`src/rtl/fseq_pkg.sv`:
```
package fseq_pkg;

  typedef enum logic [1:0] {
    OP_PROGRAM = 2'd0,
    OP_SECTOR  = 2'd1,
    OP_CHIP    = 2'd2,
    OP_INVALID = 2'd3
  } fseqOp_e;

  // strobes from control to datapath, decoded from the control state
  typedef struct packed {
    logic       busCe;
    logic       busWe;
    logic       busOe;
    logic       busDrive;
    logic       loadReq;
    logic       sampleRd;
    logic       useReset;
    logic [2:0] wrIdx;
  } fseqStrobe_t;

  // status from datapath back to control
  typedef struct packed {
    logic lastWrite;
    logic pollHit;
  } fseqStatus_t;

  localparam logic [14:0] UNLOCK_HI = 15'h5555;
  localparam logic [14:0] UNLOCK_LO = 15'h2AAA;

endpackage

```
`src/rtl/fseq_datapath.sv`:
```
module fseq_datapath
  import fseq_pkg::*;
#(
  parameter int ADDR_W = 19,
  parameter int DATA_W = 8
) (
  input  logic              clk,
  input  logic              rst_n,
  input  fseqStrobe_t       strobe,
  output fseqStatus_t       status,
  input  logic [1:0]        reqOp,
  input  logic [ADDR_W-1:0] reqAddr,
  input  logic [DATA_W-1:0] reqData,
  input  logic              reqToggleMode,
  output logic              flashCeN,
  output logic              flashWeN,
  output logic              flashOeN,
  output logic [ADDR_W-1:0] flashAddr,
  output logic [DATA_W-1:0] flashDout,
  output logic              flashDoe,
  input  logic [DATA_W-1:0] flashDin
);

  localparam int BIT_POLL   = 7;
  localparam int BIT_TOGGLE = 6;

  fseqOp_e           opQ;
  logic [ADDR_W-1:0] addrQ;
  logic [DATA_W-1:0] dataQ;
  logic              toggleQ;

  logic [ADDR_W-1:0] wrAddr;
  logic [DATA_W-1:0] wrData;
  logic              sampleQ;
  logic [DATA_W-1:0] curRd;
  logic              prevBit6;
  logic [1:0]        rdSeen;
  logic              expBit7;

  // request capture
  always_ff @(posedge clk or negedge rst_n) begin
    if (!rst_n) begin
      opQ     <= OP_PROGRAM;
      addrQ   <= '0;
      dataQ   <= '0;
      toggleQ <= 1'b0;
    end else if (strobe.loadReq) begin
      opQ     <= fseqOp_e'(reqOp);
      addrQ   <= reqAddr;
      dataQ   <= reqData;
      toggleQ <= reqToggleMode;
    end
  end

  // write content for each slot of a train
  always_comb begin
    wrAddr = ADDR_W'(UNLOCK_HI);
    wrData = DATA_W'(8'hAA);
    if (strobe.useReset) begin
      wrAddr = '0;
      wrData = DATA_W'(8'hF0);
    end else begin
      case (strobe.wrIdx)
        3'd0: begin
          wrAddr = ADDR_W'(UNLOCK_HI);
          wrData = DATA_W'(8'hAA);
        end
        3'd1: begin
          wrAddr = ADDR_W'(UNLOCK_LO);
          wrData = DATA_W'(8'h55);
        end
        3'd2: begin
          wrAddr = ADDR_W'(UNLOCK_HI);
          wrData = (opQ == OP_PROGRAM) ? DATA_W'(8'hA0) : DATA_W'(8'h80);
        end
        3'd3: begin
          if (opQ == OP_PROGRAM) begin
            wrAddr = addrQ;
            wrData = dataQ;
          end else begin
            wrAddr = ADDR_W'(UNLOCK_HI);
            wrData = DATA_W'(8'hAA);
          end
        end
        3'd4: begin
          wrAddr = ADDR_W'(UNLOCK_LO);
          wrData = DATA_W'(8'h55);
        end
        default: begin
          if (opQ == OP_SECTOR) begin
            wrAddr = addrQ;
            wrData = DATA_W'(8'h30);
          end else begin
            wrAddr = ADDR_W'(UNLOCK_HI);
            wrData = DATA_W'(8'h10);
          end
        end
      endcase
    end
  end

  // registered bus: every strobe lags the control state by one cycle
  always_ff @(posedge clk or negedge rst_n) begin
    if (!rst_n) begin
      flashCeN  <= 1'b1;
      flashWeN  <= 1'b1;
      flashOeN  <= 1'b1;
      flashDoe  <= 1'b0;
      flashAddr <= '0;
      flashDout <= '0;
      sampleQ   <= 1'b0;
    end else begin
      flashCeN <= ~strobe.busCe;
      flashWeN <= ~strobe.busWe;
      flashOeN <= ~strobe.busOe;
      flashDoe <= strobe.busDrive;
      sampleQ  <= strobe.sampleRd;
      if (strobe.busDrive) begin
        flashAddr <= wrAddr;
        flashDout <= wrData;
      end else if (strobe.busOe) begin
        flashAddr <= addrQ;
      end
    end
  end

  // read capture, keeps the previous toggle bit
  always_ff @(posedge clk or negedge rst_n) begin
    if (!rst_n) begin
      curRd    <= '0;
      prevBit6 <= 1'b0;
      rdSeen   <= '0;
    end else if (strobe.loadReq) begin
      rdSeen <= '0;
    end else if (sampleQ) begin
      curRd    <= flashDin;
      prevBit6 <= curRd[BIT_TOGGLE];
      if (rdSeen != 2'd2) rdSeen <= rdSeen + 2'd1;
    end
  end

  assign expBit7 = (opQ == OP_PROGRAM) ? dataQ[BIT_POLL] : 1'b1;

  always_comb begin
    status.lastWrite = (opQ == OP_PROGRAM) ? (strobe.wrIdx == 3'd3)
                                           : (strobe.wrIdx == 3'd5);
    if (toggleQ)
      status.pollHit = (rdSeen == 2'd2) && (curRd[BIT_TOGGLE] == prevBit6);
    else
      status.pollHit = (rdSeen != 2'd0) && (curRd[BIT_POLL] == expBit7);
  end

  AST_WE_NEEDS_CE: assert property (@(posedge clk) disable iff (!rst_n)
    !flashWeN |-> !flashCeN);
  AST_NO_READ_IN_WRITE: assert property (@(posedge clk) disable iff (!rst_n)
    !flashWeN |-> flashOeN);
  AST_DRIVE_ON_WRITE: assert property (@(posedge clk) disable iff (!rst_n)
    !flashWeN |-> flashDoe);
  AST_NO_DRIVE_ON_READ: assert property (@(posedge clk) disable iff (!rst_n)
    !flashOeN |-> !flashDoe);
  AST_WRITE_HOLD: assert property (@(posedge clk) disable iff (!rst_n)
    (!flashWeN && $past(!flashWeN)) |-> ($stable(flashAddr) && $stable(flashDout)));

endmodule

```
`src/rtl/fseq_ctrl.sv`:
```
module fseq_ctrl
  import fseq_pkg::*;
#(
  parameter int PULSE_CYC  = 3,
  parameter int GAP_CYC    = 2,
  parameter int POLL_LIMIT = 64
) (
  input  logic        clk,
  input  logic        rst_n,
  input  logic        reqValid,
  input  logic [1:0]  reqOp,
  output logic        reqReady,
  output logic        doneOk,
  output logic        doneErr,
  output fseqStrobe_t strobe,
  input  fseqStatus_t status
);

  localparam int PULSE_EFF = (PULSE_CYC < 1) ? 1 : PULSE_CYC;
  localparam int GAP_EFF   = (GAP_CYC < 2) ? 2 : GAP_CYC;
  localparam int CNT_MAX   = (PULSE_EFF > GAP_EFF) ? PULSE_EFF : GAP_EFF;
  localparam int CNT_W     = $clog2(CNT_MAX + 1);
  localparam int POLL_W    = $clog2(POLL_LIMIT + 1);

  typedef enum logic [3:0] {
    S_IDLE, S_WR_ACT, S_WR_GAP, S_RD_ACT, S_RD_GAP,
    S_RST_ACT, S_RST_GAP, S_FIN_OK, S_FIN_ERR
  } state_e;

  state_e            state;
  logic [CNT_W-1:0]  cnt;
  logic [2:0]        idx;
  logic [POLL_W-1:0] pollCnt;
  logic              pulseEnd;
  logic              gapEnd;
  logic              opBad;

  assign pulseEnd = (cnt == CNT_W'(PULSE_EFF - 1));
  assign gapEnd   = (cnt == CNT_W'(GAP_EFF - 1));
  assign opBad    = (fseqOp_e'(reqOp) == OP_INVALID);

  always_ff @(posedge clk or negedge rst_n) begin
    if (!rst_n) begin
      state   <= S_IDLE;
      cnt     <= '0;
      idx     <= '0;
      pollCnt <= '0;
    end else begin
      case (state)
        S_IDLE: begin
          cnt <= '0;
          idx <= '0;
          if (reqValid) state <= opBad ? S_FIN_ERR : S_WR_ACT;
        end
        S_WR_ACT: begin
          if (pulseEnd) begin
            cnt   <= '0;
            state <= S_WR_GAP;
          end else cnt <= cnt + 1'b1;
        end
        S_WR_GAP: begin
          if (gapEnd) begin
            cnt <= '0;
            if (status.lastWrite) begin
              pollCnt <= '0;
              state   <= S_RD_ACT;
            end else begin
              idx   <= idx + 3'd1;
              state <= S_WR_ACT;
            end
          end else cnt <= cnt + 1'b1;
        end
        S_RD_ACT: begin
          if (pulseEnd) begin
            cnt   <= '0;
            state <= S_RD_GAP;
          end else cnt <= cnt + 1'b1;
        end
        S_RD_GAP: begin
          if (gapEnd) begin
            cnt     <= '0;
            pollCnt <= pollCnt + 1'b1;
            if (status.pollHit) state <= S_FIN_OK;
            else if (pollCnt == POLL_W'(POLL_LIMIT - 1)) state <= S_RST_ACT;
            else state <= S_RD_ACT;
          end else cnt <= cnt + 1'b1;
        end
        S_RST_ACT: begin
          if (pulseEnd) begin
            cnt   <= '0;
            state <= S_RST_GAP;
          end else cnt <= cnt + 1'b1;
        end
        S_RST_GAP: begin
          if (gapEnd) begin
            cnt   <= '0;
            state <= S_FIN_ERR;
          end else cnt <= cnt + 1'b1;
        end
        S_FIN_OK:  state <= S_IDLE;
        S_FIN_ERR: state <= S_IDLE;
        default:   state <= S_IDLE;
      endcase
    end
  end

  always_comb begin
    strobe          = '0;
    strobe.wrIdx    = idx;
    strobe.loadReq  = (state == S_IDLE) && reqValid && !opBad;
    case (state)
      S_WR_ACT: begin
        strobe.busCe    = 1'b1;
        strobe.busWe    = 1'b1;
        strobe.busDrive = 1'b1;
      end
      S_WR_GAP: strobe.busDrive = 1'b1;
      S_RD_ACT: begin
        strobe.busCe    = 1'b1;
        strobe.busOe    = 1'b1;
        strobe.sampleRd = pulseEnd;
      end
      S_RST_ACT: begin
        strobe.busCe    = 1'b1;
        strobe.busWe    = 1'b1;
        strobe.busDrive = 1'b1;
        strobe.useReset = 1'b1;
      end
      S_RST_GAP: begin
        strobe.busDrive = 1'b1;
        strobe.useReset = 1'b1;
      end
      default: ;
    endcase
  end

  assign reqReady = (state == S_IDLE);
  assign doneOk   = (state == S_FIN_OK);
  assign doneErr  = (state == S_FIN_ERR);

  AST_ACCEPT_DROPS_READY: assert property (@(posedge clk) disable iff (!rst_n)
    (reqValid && reqReady) |=> !reqReady);
  AST_DONE_NOT_READY: assert property (@(posedge clk) disable iff (!rst_n)
    $onehot0({doneOk, doneErr, reqReady}));
  AST_OK_ONE_CYCLE: assert property (@(posedge clk) disable iff (!rst_n)
    doneOk |=> !doneOk);
  AST_ERR_ONE_CYCLE: assert property (@(posedge clk) disable iff (!rst_n)
    doneErr |=> !doneErr);
  AST_POLL_BOUND: assert property (@(posedge clk) disable iff (!rst_n)
    pollCnt <= POLL_W'(POLL_LIMIT));
  AST_BAD_OP_NO_BUS: assert property (@(posedge clk) disable iff (!rst_n)
    (reqValid && reqReady && opBad) |=> doneErr);

endmodule

```
`src/rtl/flash_prog_sequencer.sv`:
```
module flash_prog_sequencer
  import fseq_pkg::*;
#(
  parameter int ADDR_W     = 19,
  parameter int DATA_W     = 8,
  parameter int PULSE_CYC  = 3,
  parameter int GAP_CYC    = 2,
  parameter int POLL_LIMIT = 64
) (
  input  logic              clk,
  input  logic              rst_n,
  input  logic              reqValid,
  output logic              reqReady,
  input  logic [1:0]        reqOp,
  input  logic [ADDR_W-1:0] reqAddr,
  input  logic [DATA_W-1:0] reqData,
  input  logic              reqToggleMode,
  output logic              doneOk,
  output logic              doneErr,
  output logic              flashCeN,
  output logic              flashWeN,
  output logic              flashOeN,
  output logic [ADDR_W-1:0] flashAddr,
  output logic [DATA_W-1:0] flashDout,
  output logic              flashDoe,
  input  logic [DATA_W-1:0] flashDin
);

  fseqStrobe_t strobe;
  fseqStatus_t status;

  fseq_ctrl #(
    .PULSE_CYC (PULSE_CYC),
    .GAP_CYC   (GAP_CYC),
    .POLL_LIMIT(POLL_LIMIT)
  ) u_ctrl (
    .clk     (clk),
    .rst_n   (rst_n),
    .reqValid(reqValid),
    .reqOp   (reqOp),
    .reqReady(reqReady),
    .doneOk  (doneOk),
    .doneErr (doneErr),
    .strobe  (strobe),
    .status  (status)
  );

  fseq_datapath #(
    .ADDR_W(ADDR_W),
    .DATA_W(DATA_W)
  ) u_dp (
    .clk          (clk),
    .rst_n        (rst_n),
    .strobe       (strobe),
    .status       (status),
    .reqOp        (reqOp),
    .reqAddr      (reqAddr),
    .reqData      (reqData),
    .reqToggleMode(reqToggleMode),
    .flashCeN     (flashCeN),
    .flashWeN     (flashWeN),
    .flashOeN     (flashOeN),
    .flashAddr    (flashAddr),
    .flashDout    (flashDout),
    .flashDoe     (flashDoe),
    .flashDin     (flashDin)
  );

endmodule

```
`config.mk`:
```
export PLATFORM = sky130hd
export DESIGN_NAME = flash_prog_sequencer
export DESIGN_NICKNAME = d
export VERILOG_FILES = /design/src/rtl/fseq_pkg.sv /design/src/rtl/fseq_datapath.sv /design/src/rtl/fseq_ctrl.sv /design/src/rtl/flash_prog_sequencer.sv
export SDC_FILE = /design/constraint.sdc
export NUM_CORES = 1
export LEC_CHECK = 0
export BUFFER_PORTS_ARGS = -buffer_cell sky130_fd_sc_hd__buf_2
export CELL_PAD_IN_SITES_DETAIL_PLACEMENT = 1
export CELL_PAD_IN_SITES_GLOBAL_PLACEMENT = 2
export CORE_ASPECT_RATIO = 0.8
export CORE_MARGIN = 3
export CORE_UTILIZATION = 38
export DETAILED_ROUTE_END_ITERATION = 10
export GPL_TIMING_DRIVEN = 0
export PLACE_DENSITY_LB_ADDON = 0.1
export SKIP_LAST_GASP = 1
export SYNTH_ARGS = -nofsm -noshare
export SYNTH_HDL_FRONTEND = slang
export SYNTH_HIERARCHICAL = 1
export SYNTH_SLANG_ARGS = --single-unit
export TNS_END_PERCENT = 5
```
`constraint.sdc`:
```
create_clock -name clk -period 4.7 [get_ports clk]
set_clock_uncertainty 0.2 [all_clocks]
set_input_delay 0.47 -clock clk [delete_from_list [all_inputs] [get_ports clk]]
set_output_delay 0.47 -clock clk [all_outputs]
set_load 0.01 [all_outputs]
```
* Word level (Yosys, flattened, before mapping)
Index checks and enable logic that the tools add are counted.
** Word-level totals
- Bits of input ports :: 41
- Bits in registers :: 89
- Output and inout bits :: 34
- Logic and storage cells :: 129
** Operators by class
- Equality and inequality tests :: 31
- Add/subtract/negate cells :: 4
- Bitwise operators :: 4
- Multiplexer cells :: 45
- Reductions and logical operators :: 27
** Operator list (count)
- two-way mux 19 bit :: 5
- case mux 19 bit (3 select lines) :: 1
- two-way mux 4 bit :: 9
- case mux 8 bit (4 select lines) :: 1
- case mux 4 bit (7 select lines) :: 1
- two-way mux 7 bit :: 3
- == test 4 x 3 -> 1 bit, second input constant :: 4
- two-way mux 8 bit :: 2
- case mux 7 bit (2 select lines) :: 1
- two-way mux 2 bit :: 6
- two-way mux 6 bit :: 2
- != test 2 x 1 -> 1 bit, second input constant :: 6
- nonzero test 2 bit :: 6
- two-way mux 1 bit :: 9
- two-way mux 3 bit :: 3
- == test 4 x 2 -> 1 bit, second input constant :: 2
- != test 2 bit, second input constant :: 4
- OR reduction 2 bit :: 4
- adder 7 x 1 -> 7 bit, second input constant :: 1
- == test 7 x 6 -> 1 bit, second input constant :: 1
- AND reduction 7 bit :: 1
- == test 2 bit, second input constant :: 3
- == test 3 x 2 -> 1 bit, second input constant :: 2
- == test 3 bit, second input constant :: 2
- other kinds (21) :: 32

* Longest topological paths before layout
Gate-level depths: netlist of run 1.
- Depth in word-level cells :: 8
- Depth in mapped cells :: 9
- Depth with buffers taken out :: 7

* Modules after synthesis
The synthesis of run 1 kept the hierarchy.
** By module, submodules not included
- fseq_datapath :: cells each 285, area an instance 3072.9 µm², instances 1, sequential area each 1680.4 µm²
- fseq_ctrl :: cells each 119, area an instance 1047.3 µm², instances 1, sequential area each 400.4 µm²

* Worst setup path after synthesis of run 1
Ideal clock, no wire load.
- Kind :: reg-to-reg
- From :: reg u_ctrl.state[3]
- To :: reg u_dp.addrQ[11]
- Arrival time :: 2175 ps
- Library setup time :: 125 ps
- Data required time :: 4375 ps
- Path buffers :: 2
- Cell stages (with the launch flop) :: 6
- Path slack :: 2201 ps
- Period minus slack after synthesis :: 2499 ps
- Cell sequence :: dfrtp_1 -> buf_2 -> nor4_1 -> and3_1 -> buf_1 -> mux2_2
** RTL lines
- start: declaration :: RTL line fseq_ctrl.sv:30 : state_e state;
- start signal: assignment :: RTL line fseq_ctrl.sv:53 : if (reqValid) state <= opBad ? S_FIN_ERR : S_WR_ACT;
- end signal: assignment :: RTL line fseq_datapath.sv:49 : addrQ <= reqAddr;
- end: declaration :: RTL line fseq_datapath.sv:28 : logic [ADDR_W-1:0] addrQ;

==> results of run 1 <==
## cell usage in the layout, fill, tap and decap left out, drive strengths merged, types with 4 or more instances in the layout
master	n
nand2	29
o22ai	4
nor4b	4
nor3	13
mux2	26
a22o	8
xnor2	6
and2	4
inv	22
buf	85
clkbuf	24
o22a	8
xor2	5
o311a	11
o21ai	33
nand3	7
nor4	4
ha	4
nor2b	8
a21oi	19
or3	4
dfrtp	80
nor2	33
nand2b	9
## worst paths after layout
kind                                   startpoint                 to  slack, ns
min in group asynchronous                   rst_n  u_ctrl/pollCnt[1]       0.38
worst max register to register    u_ctrl/state[3]     u_dp/addrQ[18]       1.68
max in group asynchronous                   rst_n      u_dp/flashOeN       3.26
worst min-delay path                   reqAddr[0]      u_dp/addrQ[0]       0.15
worst min register to register  u_dp/flashAddr[9]  u_dp/flashAddr[9]       0.28
worst max-delay path              u_ctrl/state[3]     u_dp/addrQ[18]       1.68
## critical path, cell delays in order, from the launching register on
cell	delay [ns]
dfrtp_1	0.35
buf_2	0.18
nor4_1	0.72
and3_1	0.39
buf_1	0.66
mux2_2	0.41
## flip-flops by register name, summed over array words and instances (netlist names)
name	cells
u_dp/addrQ	19
u_dp/flashAddr	19
u_dp/dataQ	8
u_dp/flashDout	8
u_ctrl/pollCnt	7
u_ctrl/state	4
u_ctrl/idx	3
u_ctrl/cnt	2
u_dp/curRd	2
u_dp/opQ	2
u_dp/rdSeen	2
u_dp/flashCeN	1
u_dp/flashDoe	1
u_dp/flashOeN	1
u_dp/flashWeN	1
u_dp/prevBit6	1
u_dp/sampleQ	1
u_dp/toggleQ	1
## where the power goes
part,switching (uW),internal (uW)
Sequential,178,1040
Combinational,1070,769
Clock,276,464
## layer usage
metal	vias up	global-route usage, %
met3	4	4.377
met1	1635	28.15
met5	-	0
met2	75	29.65
li1	1609	-
met4	0	3.098
## logic make-up after synthesis
group           share of synthesized area (%)
flops                                   50.50
buf+inv                                 5.406
compound gates                          17.40
fa+ha+maj                               1.215
simple gates                            15.55
xor+xnor                                2.338
mux                                     7.592
## cell type report
cell class	count	area, um^2
Tap cell	140	175.2
Clock inverter	5	77.57
Timing Repair Buffer	70	380.4
Sequential cell	83	2081
Inverter	22	82.58
Fill cell	1205	5419
Multi-Input combinational cell	270	1817
Clock buffer	11	232.7
Buffer	29	140.1
## what timing repair did
action	in CTS	in global routing
endpoints found under the hold margin	18	0
hold buffers	1	0
endpoints found under the setup margin	0	0
setup buffers	0	0
## Yosys cell counts, types with 2 or more instances
cell	number	area (um^2)
nor2_1	33	123.9
a22o_1	8	70.07
ha_1	4	50.05
buf_1	3	11.26
dfstp_2	3	78.83
nand4_1	2	12.51
a21o_1	2	15.01
o311a_1	11	110.1
o31ai_1	2	15.01
nand3_1	7	35.03
dfrtp_1	80	2002
o21ai_0	25	125.1
a21oi_1	18	90.09
nand2_1	29	108.9
nor3_1	12	60.06
o22ai_1	4	25.02
and3_1	3	18.77
nand2b_1	8	50.05
inv_1	22	82.58
mux2i_1	2	20.02
buf_2	10	50.05
buf_6	2	22.52
mux2_2	26	292.8
o22a_1	8	70.07
and2_1	4	25.02
nor4_1	3	18.77
o41ai_1	2	17.52
xnor2_1	6	52.55
clkbuf_1	13	48.80
or3_1	4	25.02
a211oi_1	2	15.01
nor2b_1	8	50.05
nor4b_1	3	26.28
o21ai_1	8	40.04
xor2_1	5	43.79
## through the flow
step	worst slack, ns	std cells	util, %
after floorplan	2.201	404	-
after global placement	1.717	612	44.55
after detailed placement	1.703	613	44.84
after CTS	1.675	630	47.92
after global routing	1.463	630	47.92
final	1.675	630	47.92
==> summary.txt, run 1 <==
Drt
  – Routed Antenna Nets: 0
  – Highest metal used: met4
  – Wirelength per Cell: 17.23 um
  – TritonRoute pass-1 iters: 4
  – Detailed Route Iter0 Violations: 152
  – Final WL: 10860 um
  – Via Count: 3323
  – M1 WL: 5422 um
  – Routed wl met3: 504 um
  – Number of vias per cell: 5.275
  – DR WL met2: 4874 um
  – DRC violations left: 0

Clock network
  – CTS tree: built
  – PostCTS Resize Cnt: 0
  – Clk_lat worst skew: 0.33 ns
  – CTS root buf: clkbuf_16
  – H-tree Lvls: 3
  – Max Buffers Root-to-Sink: 2
  – CTS Buf Count: 9
  – Sink Count: 83
  – Clock slew at reported path FFs: 0.06 ns

Synthesis
  – Synth warn: 6
  – Syn avg cell area: 10.20 um^2
  – Syn nets: 449
  – Sequential share of the synthesized area: 50.50%
  – EDFF count, synth: 0
  – Post-Syn Instances: 404
  – Synth Cell Area: 4120 um^2
  – Synth Register Bits: 83
  – Ys async rst share: 100.0%
  – Netlist cell types: 57
  – Top FF cell, synth: dfrtp_1

Timing
  – Final Cycle Share: 64.36%
  – Setup TNS: 0 ns
  – Fmax achieved: 0.3306 GHz
  – RSZ-0062 raised after global routing: false
  – Min Tclk post-route: 3.025 ns
  – Final Max Slew Viols: 0
  – Final Setup Violations: 0
  – Rel. slew slack: 42.80%
  – Hold Violations, Final: 0
  – Least-Margin Pin Slew: 0.8523 ns
  – Final hold slack: 0.1480 ns

Setup path
  – Crit end category: register
  – CP arrival: 3.04 ns
  – WS Path Type: register to register
  – R2R depth: 5
  – Startpoint types: register
  – CP required: 4.72 ns
  – Critical path fanouts, max: 10

GRT
  – First-pass GRT wire length: 18190 um
  – Initial antenna violation count: 0
  – Vias in the first global route: 3477
  – GRT Total Usage: 19.17%
  – Pin count of the biggest net entering global routing: 64
  – Total gr overflow: 0

Cells and area
  – Layout Cell Area excl Fill: 4986 um^2
  – Fin nets: 530
  – Area Overhead vs Synth: 21.01%
  – Share of layout cells above drive strength 1: 27.76%
  – Antenna fix cells: 0

Power
  – Pwr Total: 3792 uW
  – Power per cell area: 760.5 nW/um^2
  – Leak: 0.002261 uW
  – Maximum VDD drop: 0.3095 mV

Hold path
  – Worst Hold Depth: 3
  – Hold Path Class: primary input to register

Floorplanning
  – Rows: 33
  – DIE WIDTH: 122.4 um
  – Core area: 10410 um^2
  – Initial core utilization: 39.60%
  – Die Y: 99.14 um
  – Num ports: 75
  – Die footprint: 12140 um^2

Placement
  – DP HPWL: 7793 um
  – Placer congestion estimate: 0.8353
  – # port buffers: 68
  – Post-DP Area: 4666 um^2

Run status
  – Status: finished, final reports clean

Flow run
  – MaxCap Viol Count: 0
No activity file was read; power rests on OpenSTA's default activity.
==> run 2, diff against run 1 <==
- CORE_UTILIZATION: 38 -> 35
- clock period: 4.7 -> 2.8 ns (I/O delays scaled with it)
==> run 2 against run 1 <==
  * First-iteration DRC count is 13% higher
  * Maximum frequency is 9.0% higher
  * Largest power group unchanged
  * Sequential power is 69% higher
  * Flip-flop and latch count stayed put
  * Highest routed layer unchanged
  * Non-clock buffer count is 30 higher
  * Clock power is 50% higher
  * Design area is 5.8% higher
  * Combinational power is 70% higher
  * Clock-buffer cell count is 1 higher
  * Global-route usage is 0.86 points lower
  * Sequential share of layout area is 2.3 points lower
  * Routed wire length is 5.1% higher
==> summary.txt, run 2 (synthesis gave the netlist of run 1 again) <==
Run status
  – Status: finished, final reports clean

Clock network
  – Postcts setup bufs: 0 (unchanged)
  – Clock slew at reported path FFs: 0.06 ns (about the same)
  – Max Buffers Root-to-Sink: 2 (unchanged)
  – CTS tree: built
  – CTS Buf Count: 9 (unchanged)
  – CTS root buf: clkbuf_16
  – Sink Count: 83 (unchanged)
  – H-tree Lvls: 3 (unchanged)
  – Clk_lat worst skew: 0.34 ns (about the same)

Power
  – Comb pwr share: 49.5% (+1.1 points)
  – Seq pwr share: 32.8% (+0.7 points)
  – Switching Fraction: 40.92% (+0.83 points)
  – Switching power: 2571 uW (+69%)
  – P_int: 3713 uW (+63%)
  – Leak: 0.002385 uW (+5.5%)
  – Power per cell area: 1191 nW/um^2 (+57%)
  – Maximum VDD drop: 0.4393 mV (+42%)
  – Clock power frac: 17.7% (-1.8 points)

GRT
  – Total gr overflow: 0 (unchanged)
  – Pin count of the biggest net entering global routing: 50 (-22%)
  – First-pass GRT wire length: 18810 um (+3.4%)
  – Vias in the first global route: 3503 (+0.75%)
  – Initial antenna violation count: 0 (unchanged)
  – GRT Total Usage: 18.32% (-0.86 points)

Placement
  – Inst Count DP: 617 (+0.65%)
  – DP HPWL: 8051 um (+3.3%)
  – # port buffers: 68 (unchanged)
  – Placer congestion estimate: 0.7908 (-5.3%)
  – Post-DP Area: 4671 um^2 (+0.11%)

Cells and area
  – Commonest non-fill, non-tap cell in the layout: dfrtp_1
  – Finished Layout Cells: 664 (+5.4%)
  – Area Overhead vs Synth: 28.03%
  – Fillers: 1261 (+4.6%)
  – Antenna fix cells: 0 (unchanged)
  – Layout Cell Area excl Fill: 5275 um^2 (+5.8%)
  – Final Util: 47.15% (-0.77 points)
  – Fin nets: 560 (+5.7%)
  – Most frequent cells in the layout: dfrtp_1 (80), buf_2 (77), nor2_1 (33)
  – Share of layout cells above drive strength 1: 26.92% (-0.83 points)
  – Largest regs: u_dp/addrQ (19), u_dp/flashAddr (19)

Timing
  – Fmax achieved: 0.3604 GHz (+9.0%)
  – Final Cycle Share: 99.09% (+35 points)
  – Final Setup Violations: 0 (unchanged)
  – Hold Violations, Final: 0 (unchanged)
  – Final Max Slew Viols: 0 (unchanged)
  – RSZ-0062 raised after global routing: true
  – Rel. slew slack: 51.23% (+8.4 points)
  – Least-Margin Pin Slew: 0.7266 ns (-0.1257 ns)
  – Setup TNS: 0 ns (unchanged)
  – Min Tclk post-route: 2.774 ns (-0.2505 ns)
  – Final hold slack: 0.04096 ns (-0.1070 ns)

Floorplanning
  – Die Y: 103.0 um (+3.9%)
  – Initial core utilization: 36.83% (-2.8 points)
  – Core area: 11190 um^2 (+7.5%)
  – Rows: 34 (+3.0%)
  – DIE WIDTH: 127.3 um (+4.0%)
  – Die footprint: 13120 um^2 (+8.1%)
  – Num ports: 75 (unchanged)

Setup path
  – CP peak stage delay: 0.40 ns (-0.32 ns)
  – Slowest-stage cell, CP: nor3_1
  – Worst path most repeated cell: clkbuf_1
  – CP arrival: 2.79 ns (-0.25 ns)
  – CP required: 2.82 ns (-1.90 ns)
  – R2R Path Start: u_ctrl/state[1]
  – Critical path fanouts, max: 10 (unchanged)
  – Crit end category: register
  – Startpoint types: register
  – Worst Setup SP: u_ctrl/state[1]
  – Worst-path cell chain: clkbuf_1 > buf_2 > nand2_1 > nor3_1 > clkbuf_2 > nor2_1 > clkbuf_1 > a22o_1
  – Cell family with most CP delay: buffers and inverters
  – WS Path Type: register to register
  – CP Buf/Inv Count: 4 (+2)

Drt
  – Final WL: 11410 um (+5.1%)
  – Via Count: 3457 (+4.0%)
  – TritonRoute pass-1 iters: 4 (unchanged)
  – Wirelength per Cell: 17.18 um (-0.29%)
  – DRC violations left: 0 (unchanged)
  – Routed Antenna Nets: 0 (unchanged)
  – Number of vias per cell: 5.206 (-1.3%)
  – Detailed Route Iter0 Violations: 171 (+13%)

Hold path
  – Hold Path Class: primary input to register
  – Hold_sp: reqOp[0]

Flow run
  – MaxCap Viol Count: 0 (unchanged)
run 2: cell types whose count changed in the layout (fill, tap and decap cells not counted), sizes merged:
| cell | previous run | this run |
|---|---|---|
| clkinvlp | 1 | 2 |
| dlygate4sd3 | 1 | 31 |
| bufinv | 2 | 0 |
| buf | 85 | 84 |
| clkbuf | 24 | 26 |
run 2: timing repair:
item,CTS,global route
hold endpoints to repair,64,0
cloned,0,0
hold buffers,31,0
pin swaps,0,1
endpoints found under the setup margin,21,52
gates resized for setup,1,3
run 2: final timing paths:
kind                                 endpoint  slack [ns]  cells past startpoint
max                        u_dp/flashAddr[17]        0.03                      8
min                               u_dp/opQ[0]        0.04                      2
max reg2reg                u_dp/flashAddr[17]        0.03                      8
min reg2reg                 u_dp/flashAddr[9]        0.28                      2
max in group asynchronous       u_dp/flashOeN        1.47                      3
min in group asynchronous     u_ctrl/state[3]        0.26                      2
run 2: layer usage:
layer	global-route usage (%)	part of all wire, %
met2	27.09	43
met1	27.14	52
met4	5.194	1.0
met3	3.780	4.2
met5	0	0
run 2: area by class of cell:
class                      count  area (um^2)  share of cell area (%)
sequential                    83         2081                   39.45
clock inverter                 4        25.02                  0.4744
tap                          144        180.2                   3.416
inverter                      22        82.58                   1.565
clock buffer                  12        256.5                   4.862
timing repair buffer         100        680.7                   12.90
buffer                        29        142.6                   2.704
multi-input combinational    270         1827                   34.63
run 2: through the flow:
stage	power [uW]	worst slack (ns)
after floorplan	4175	0.3005
after global placement	5027	-0.1135
after detailed placement	5143	-0.1307
after CTS	6343	-0.05567
after global routing	6811	-0.1773
final	6284	0.02557
run 2: power groups by stage:
stage	combinational (uW)	clock (uW)	sequential, uW
floorplan	2090	0	2090
global placement	2970	0	2060
detailed placement	3060	0	2080
CTS	3120	1160	2060
global route	3470	1210	2130
finish	3110	1110	2060
run 2: worst register-to-register path: stages (launching register included):
cell      delay [ns]
dfrtp_1         0.32
clkbuf_1        0.29
buf_2           0.29
nand2_1         0.13
nor3_1          0.40
clkbuf_2        0.34
nor2_1          0.10
clkbuf_1        0.27
a22o_1          0.31
